<file path="config.mk">
export PLATFORM = sky130hd
export DESIGN_NAME = pio_window_remap
export DESIGN_NICKNAME = d
export VERILOG_FILES = /design/src/rtl/pio_win_pkg.sv /design/src/rtl/pio_win_rst_sync.sv /design/src/rtl/pio_win_cfg.sv /design/src/rtl/pio_win_regs.sv /design/src/rtl/pio_win_xlate.sv /design/src/rtl/pio_window_remap.sv
export SDC_FILE = /design/constraint.sdc
export NUM_CORES = 1
export LEC_CHECK = 0
export ABC_AREA = 1
export BUFFER_PORTS_ARGS = -buffer_cell sky130_fd_sc_hd__buf_2
export CAP_MARGIN = 30
export CORE_ASPECT_RATIO = 1.5
export CORE_MARGIN = 2
export CORE_UTILIZATION = 46
export DETAILED_ROUTE_END_ITERATION = 10
export PLACE_DENSITY = 0.88
export RECOVER_POWER = 25
export SETUP_SLACK_MARGIN = 0.1
export SLEW_MARGIN = 15
export SYNTH_ARGS = -nofsm -noshare
export SYNTH_HDL_FRONTEND = slang
export SYNTH_SLANG_ARGS = --single-unit
</file>
<file path="constraint.sdc">
create_clock -name clk -period 3.2 [get_ports clk]
set_input_delay 0.16 -clock clk [delete_from_list [all_inputs] [get_ports clk]]
set_output_delay 0.16 -clock clk [all_outputs]
set_load 0.01 [all_outputs]
</file>
<file path="src/rtl/pio_win_pkg.sv">
package pio_win_pkg;

  // Window select as {strap_b, strap_a}
  typedef enum logic [1:0] {
    WSEL_FULL  = 2'b00,
    WSEL_LARGE = 2'b01,
    WSEL_MID   = 2'b10,
    WSEL_SMALL = 2'b11
  } win_sel_e;

  // Register port addresses
  typedef enum logic [1:0] {
    RA_RANGE  = 2'd0,
    RA_REMAP  = 2'd1,
    RA_STATUS = 2'd2,
    RA_NONE   = 2'd3
  } reg_addr_e;

  // Captured hardware configuration
  typedef struct packed {
    logic       strap_b;
    logic       strap_a;
    logic [1:0] mem_code;
  } hw_cfg_t;

  // Status word field positions
  localparam int STAT_STRAP_A_BIT = 19;
  localparam int STAT_MEM_LO_BIT  = 20;
  localparam int STAT_STRAP_B_BIT = 22;

endpackage

</file>
<file path="src/rtl/pio_win_rst_sync.sv">
module pio_win_rst_sync #(
  parameter int STAGES = 2
) (
  input  logic clk,
  input  logic rst_n,
  output logic rst_sync_n
);

  logic [STAGES-1:0] sync_q;
  logic [STAGES-1:0] sync_d;

  always_comb begin
    sync_d = {sync_q[STAGES-2:0], 1'b1};
  end

  always_ff @(posedge clk or negedge rst_n) begin
    if (!rst_n) begin
      sync_q <= '0;
    end else begin
      sync_q <= sync_d;
    end
  end

  assign rst_sync_n = sync_q[STAGES-1];

endmodule

</file>
<file path="src/rtl/pio_win_cfg.sv">
module pio_win_cfg
  import pio_win_pkg::*;
#(
  parameter int ADDR_W         = 32,
  parameter int LOG_W          = 6,
  parameter int MEM_BASE_LOG2  = 26,
  parameter int WIN_LARGE_LOG2 = 26,
  parameter int WIN_MID_LOG2   = 24,
  parameter int WIN_SMALL_LOG2 = 21
) (
  input  logic              clk,
  input  logic              rst_n,
  input  hw_cfg_t           cfg_i,
  output hw_cfg_t           cfg_o,
  output logic              init_o,
  output logic [ADDR_W-1:0] range_mask_o,
  output logic [ADDR_W-1:0] mem_mask_o,
  output logic [ADDR_W-1:0] wr_mask_o
);

  localparam logic [LOG_W-1:0] MEM_L0 = LOG_W'(MEM_BASE_LOG2);
  localparam logic [LOG_W-1:0] MEM_L1 = LOG_W'(MEM_BASE_LOG2 + 1);
  localparam logic [LOG_W-1:0] MEM_L2 = LOG_W'(MEM_BASE_LOG2 + 2);

  hw_cfg_t          cfg_q, cfg_d;
  logic             init_q, init_d;
  logic             cfg_en;
  win_sel_e         win_sel;
  logic [LOG_W-1:0] win_log2;
  logic [LOG_W-1:0] mem_log2;

  // Capture enable: open only until the first edge after reset release
  always_comb begin
    cfg_en = !init_q;
    cfg_d  = cfg_i;
    init_d = 1'b1;
  end

  always_ff @(posedge clk or negedge rst_n) begin
    if (!rst_n) begin
      cfg_q  <= '0;
      init_q <= 1'b0;
    end else begin
      if (cfg_en) begin
        cfg_q <= cfg_d;
      end
      init_q <= init_d;
    end
  end

  // Installed memory size; code 3 aliases the largest size
  always_comb begin
    unique case (cfg_q.mem_code)
      2'd0:    mem_log2 = MEM_L0;
      2'd1:    mem_log2 = MEM_L1;
      default: mem_log2 = MEM_L2;
    endcase
  end

  always_comb begin
    win_sel = win_sel_e'({cfg_q.strap_b, cfg_q.strap_a});
    unique case (win_sel)
      WSEL_LARGE: win_log2 = LOG_W'(WIN_LARGE_LOG2);
      WSEL_MID:   win_log2 = LOG_W'(WIN_MID_LOG2);
      WSEL_SMALL: win_log2 = LOG_W'(WIN_SMALL_LOG2);
      default:    win_log2 = mem_log2;
    endcase
  end

  // Per-bit mask generation
  for (genvar gi = 0; gi < ADDR_W; gi++) begin : g_mask
    assign range_mask_o[gi] = (LOG_W'(gi) >= win_log2);
    assign mem_mask_o[gi]   = (LOG_W'(gi) <  mem_log2);
    assign wr_mask_o[gi]    = range_mask_o[gi] & mem_mask_o[gi];
  end

  assign cfg_o  = cfg_q;
  assign init_o = init_q;

endmodule

</file>
<file path="src/rtl/pio_win_regs.sv">
module pio_win_regs
  import pio_win_pkg::*;
#(
  parameter int ADDR_W = 32
) (
  input  logic              clk,
  input  logic              rst_n,
  input  logic              init_i,
  input  hw_cfg_t           cfg_i,
  input  logic [ADDR_W-1:0] range_mask_i,
  input  logic [ADDR_W-1:0] wr_mask_i,
  input  logic [1:0]        reg_addr_i,
  input  logic              reg_we_i,
  input  logic [ADDR_W-1:0] reg_wdata_i,
  output logic [ADDR_W-1:0] reg_rdata_o,
  output logic [ADDR_W-1:0] remap_o
);

  localparam logic [ADDR_W-1:0] REMAP_RST = ADDR_W'(1);

  logic [ADDR_W-1:0] remap_q, remap_d;
  logic              remap_en;
  logic [ADDR_W-1:0] status_w;
  reg_addr_e         addr_e;

  always_comb begin
    addr_e   = reg_addr_e'(reg_addr_i);
    remap_en = init_i && reg_we_i && (addr_e == RA_REMAP);
    remap_d  = (reg_wdata_i & wr_mask_i) | REMAP_RST;
  end

  always_ff @(posedge clk or negedge rst_n) begin
    if (!rst_n) begin
      remap_q <= REMAP_RST;
    end else if (remap_en) begin
      remap_q <= remap_d;
    end
  end

  always_comb begin
    status_w = '0;
    status_w[STAT_STRAP_A_BIT]                    = cfg_i.strap_a;
    status_w[STAT_STRAP_B_BIT]                    = cfg_i.strap_b;
    status_w[STAT_MEM_LO_BIT+1:STAT_MEM_LO_BIT]   = cfg_i.mem_code;
  end

  always_comb begin
    unique case (addr_e)
      RA_RANGE:  reg_rdata_o = range_mask_i;
      RA_REMAP:  reg_rdata_o = remap_q;
      RA_STATUS: reg_rdata_o = status_w;
      default:   reg_rdata_o = '0;
    endcase
  end

  assign remap_o = remap_q;

endmodule

</file>
<file path="src/rtl/pio_win_xlate.sv">
module pio_win_xlate #(
  parameter int ADDR_W = 32
) (
  input  logic              clk,
  input  logic              rst_n,
  input  logic [ADDR_W-1:0] range_mask_i,
  input  logic [ADDR_W-1:0] mem_mask_i,
  input  logic [ADDR_W-1:0] remap_i,
  input  logic              acc_valid_i,
  input  logic [ADDR_W-1:0] acc_offset_i,
  output logic              lcl_valid_o,
  output logic [ADDR_W-1:0] lcl_addr_o
);

  logic              valid_q, valid_d;
  logic [ADDR_W-1:0] addr_q, addr_d;
  logic              addr_en;

  always_comb begin
    valid_d = acc_valid_i;
    addr_en = acc_valid_i;
    addr_d  = ((acc_offset_i & ~range_mask_i) | (remap_i & range_mask_i))
              & mem_mask_i;
  end

  always_ff @(posedge clk or negedge rst_n) begin
    if (!rst_n) begin
      valid_q <= 1'b0;
      addr_q  <= '0;
    end else begin
      valid_q <= valid_d;
      if (addr_en) begin
        addr_q <= addr_d;
      end
    end
  end

  assign lcl_valid_o = valid_q;
  assign lcl_addr_o  = addr_q;

endmodule

</file>
<file path="src/rtl/pio_window_remap.sv">
module pio_window_remap
  import pio_win_pkg::*;
#(
  parameter int ADDR_W         = 32,
  parameter int MEM_BASE_LOG2  = 26,
  parameter int WIN_LARGE_LOG2 = 26,
  parameter int WIN_MID_LOG2   = 24,
  parameter int WIN_SMALL_LOG2 = 21,
  parameter int SYNC_STAGES    = 2
) (
  input  logic              clk,
  input  logic              rst_n,
  input  logic              strap_a_i,
  input  logic              strap_b_i,
  input  logic [1:0]        mem_code_i,
  input  logic [1:0]        reg_addr_i,
  input  logic              reg_we_i,
  input  logic [ADDR_W-1:0] reg_wdata_i,
  output logic [ADDR_W-1:0] reg_rdata_o,
  input  logic              acc_valid_i,
  input  logic [ADDR_W-1:0] acc_offset_i,
  output logic              lcl_valid_o,
  output logic [ADDR_W-1:0] lcl_addr_o
);

  localparam int LOG_W = $clog2(ADDR_W + 1);

  logic              rst_sync_n;
  hw_cfg_t           cfg_in, cfg_cur;
  logic              init_w;
  logic [ADDR_W-1:0] range_mask, mem_mask, wr_mask, remap_w;

  assign cfg_in = '{strap_b: strap_b_i, strap_a: strap_a_i, mem_code: mem_code_i};

  pio_win_rst_sync #(.STAGES(SYNC_STAGES)) u_rst (
    .clk        (clk),
    .rst_n      (rst_n),
    .rst_sync_n (rst_sync_n)
  );

  pio_win_cfg #(
    .ADDR_W        (ADDR_W),
    .LOG_W         (LOG_W),
    .MEM_BASE_LOG2 (MEM_BASE_LOG2),
    .WIN_LARGE_LOG2(WIN_LARGE_LOG2),
    .WIN_MID_LOG2  (WIN_MID_LOG2),
    .WIN_SMALL_LOG2(WIN_SMALL_LOG2)
  ) u_cfg (
    .clk          (clk),
    .rst_n        (rst_sync_n),
    .cfg_i        (cfg_in),
    .cfg_o        (cfg_cur),
    .init_o       (init_w),
    .range_mask_o (range_mask),
    .mem_mask_o   (mem_mask),
    .wr_mask_o    (wr_mask)
  );

  pio_win_regs #(.ADDR_W(ADDR_W)) u_regs (
    .clk          (clk),
    .rst_n        (rst_sync_n),
    .init_i       (init_w),
    .cfg_i        (cfg_cur),
    .range_mask_i (range_mask),
    .wr_mask_i    (wr_mask),
    .reg_addr_i   (reg_addr_i),
    .reg_we_i     (reg_we_i),
    .reg_wdata_i  (reg_wdata_i),
    .reg_rdata_o  (reg_rdata_o),
    .remap_o      (remap_w)
  );

  pio_win_xlate #(.ADDR_W(ADDR_W)) u_xlate (
    .clk          (clk),
    .rst_n        (rst_sync_n),
    .range_mask_i (range_mask),
    .mem_mask_i   (mem_mask),
    .remap_i      (remap_w),
    .acc_valid_i  (acc_valid_i),
    .acc_offset_i (acc_offset_i),
    .lcl_valid_o  (lcl_valid_o),
    .lcl_addr_o   (lcl_addr_o)
  );

endmodule

</file>
==> results.cfg <==
[sta]
max_freq_mhz = 553
drv_slew = 0
tightest_slew_ns = 1.34
hold_violations = 0
finalCritPeriodShare_pct = 56.5
skew_ns = 0.00823
fin_tns_setup_ns = 0
setup_viol = 0
rsz0062_at_grt = false
slew_headroom_pct = 10.9
period_needed_ns = 1.81

[route]
antenna_left = 0
drc = 0
viasPerCell = 4.60
wl_per_cell_um = 11.3
vias = 1912
wirelength_um = 4700
drtIter0Drc = 47
drt_pass1_iterations = 4

[logic_synthesis]
ys_types = 21
synth.top_cell.area_share_pct = 56.4
ys_seq_elements = 50
yosys-top-cells-area = dfrtp_1 56%, nand2_1 15%, buf_4 6.4%
synth-main-ff-cell = dfrtp_1
netlist_instances = 259
yosysWarnings = 0
syn_area_mm2 = 0.00222
yosys-top-cells-count = 89 x nand2_1, 50 x dfrtp_1, 26 x nor2_1
seq_area_frac_synth_pct = 56.4
synth_edf_count = 0
yosys.area.top_type = dfrtp_1
syn_avg_cell_area_um2 = 8.57
async_flop_share_pct = 100
synth_most_common_cell = nand2_1

[setup_path]
cp-startpoint = acc_valid_i
r2r_cells = 4
cp_slowest_stage_delay_ns = 0.96
crit_path_start_kind = input port
critical_path_class = input port to flip-flop
endpoint_kind = flip-flop
crit_path_frequent_cell = a21oi_1
r2r_slack_ns = 1.98
r2r-end = u_regs.remap_o[24]
path_cells = clkbuf_1 > inv_2 > a21oi_1 > a21oi_1
path_max_fanout = 31
worstReg2RegStart = u_cfg.init_o
crit_end = u_xlate.lcl_addr_o[21]
cp.arrival_ns = 1.97
slowest_stage = clkbuf_1
required_ns = 3.36

[global_routing]
grt_pass1_vias = 1759
grt_antenna_before_repair = 0
grt-ovfl-total = 0
grt_pass1_wl_um = 7430
grt_max_degree = 32
grtUsageTotal_pct = 18.3

[clocking]
htreeDepth = 2
post_cts_buffers = 0
cts_resized = 0
cts_tree = yes
post_cts_hold_buffer_count = 1
cts_root_buf = clkbuf_8
path_clk_slew_ns = 0.08
cts_sinks = 50
clk-insertion-delay-late_ns = 0.29
cts_made_buffers = 5
clockBufferDepth = 2

[place]
gp_congestion = 0.793
portBuffers = 91
hpwl_um = 3650

[job]
cap_violations = 0

[floorplanning]
start_util_pct = 46.9
coreArea_mm2 = 0.00473
ios = 139
num_rows = 31
design.die.area_mm2 = 0.00541
die_h_um = 89.1
die_w_um = 60.7

[layout]
drive_gt1_share_pct = 28.3
antenna_cells = 0
nNetsFinal = 424
syn_to_final_growth_pct = 23.7
final_core_util_pct = 58.0

[pwr]
max-vdd-ir-drop_mv = 0.289
power_w = 0.00134
power_density_mw_per_mm2 = 487
p_leak_nw = 1.57

[min_path]
hold_path.class = input port to flip-flop
whs_path_depth = 3

[status]
outcome = finished, final reports clean
==> stage by stage <==
step	area (um2)	setup WS (ns)	hold slack, ns	std cells
finish	2750	1.39	0.0697	416
global route	2750	1.20	0.0715	416
CTS	2750	1.48	0.0590	416
detailed placement	2660	1.80	-0.0486	408
global placement	2640	1.82	-0.0552	407
floorplan	2290	1.71	-0.136	277
==> power breakdown <==
group | leakage [nW] | internal [W] | switching (W)
logic | 0.910 | 0.0000987 | 0.000152
registers | 0.616 | 0.000695 | 0.0000402
clock network | 0.0443 | 0.000172 | 0.000179
total | 1.57 | 0.000966 | 0.000371
==> critical path, delay by kind of cell <==
kind | cells | cell delay [ns]
compound gates | 2 | 0.34
buf+inv | 2 | 1.47
==> registers in the layout, summed over array words and instances, names as in the netlist <==
signal               flops
u_cfg.cfg_o              4
u_cfg.init_o             1
u_regs.remap_o          13
u_rst.sync_q             2
u_xlate.lcl_addr_o      29
u_xlate.lcl_valid_o      1
==> cells in the final DEF, fill, tap and decap left out, drive strengths merged <==
master | Yosys | layout
inv | 21 | 21
dlygate4sd3 | 0 | 1
conb | 2 | 20
mux2 | 1 | 1
nand3b | 1 | 1
o21ai | 15 | 15
dfrtp | 50 | 50
a21oi | 13 | 13
clkbuf | 1 | 11
nand3 | 7 | 7
nand2 | 91 | 91
o211ai | 2 | 2
buf | 26 | 88
nor2 | 27 | 27
o22ai | 2 | 2
==> worst min-delay path by stage <==
stage / from / end / slack (ns)
6_report: acc_offset_i[2] / u_xlate.lcl_addr_o[2] / 0.07
5_1_grt: acc_offset_i[12] / u_xlate.lcl_addr_o[12] / 0.07
4_1_cts: acc_offset_i[18] / u_xlate.lcl_addr_o[18] / 0.06
3_5_place_dp: rst_n / u_rst.sync_q[0] / -0.05
3_3_place_gp: rst_n / u_rst.sync_q[0] / -0.06
2_1_floorplan: rst_n / u_rst.sync_q[0] / -0.14
==> cells by family (layout without fill, tap and decap cells) <==
family	after synthesis	after routing	share of synthesized area (%)
other cells	2	20	0.339
mux	1	1	0.508
flops	50	50	56.4
simple gates	126	126	23.1
buf+inv	48	121	12.1
compound gates	32	32	7.56
==> layout make-up <==
class,instances,area [um2]
fillers,463,1990
flip-flops and latches,50,1250
multi-input cells,179,766
repair buffers,93,480
clock buffers,7,86.3
well taps,66,82.6
inverters,21,78.8
==> routing by layer <==
layer / track usage (%) / up-vias / share of wire, %
li1: - / 939 / -
met2: 34.4 / 88 / 53
met3: 4.05 / 8 / 6.9
met1: 19.0 / 877 / 38
met4: 7.31 / 0 / 1.7
met5: 0 / - / 0
Note: power is estimated with default switching activity, not from simulation.
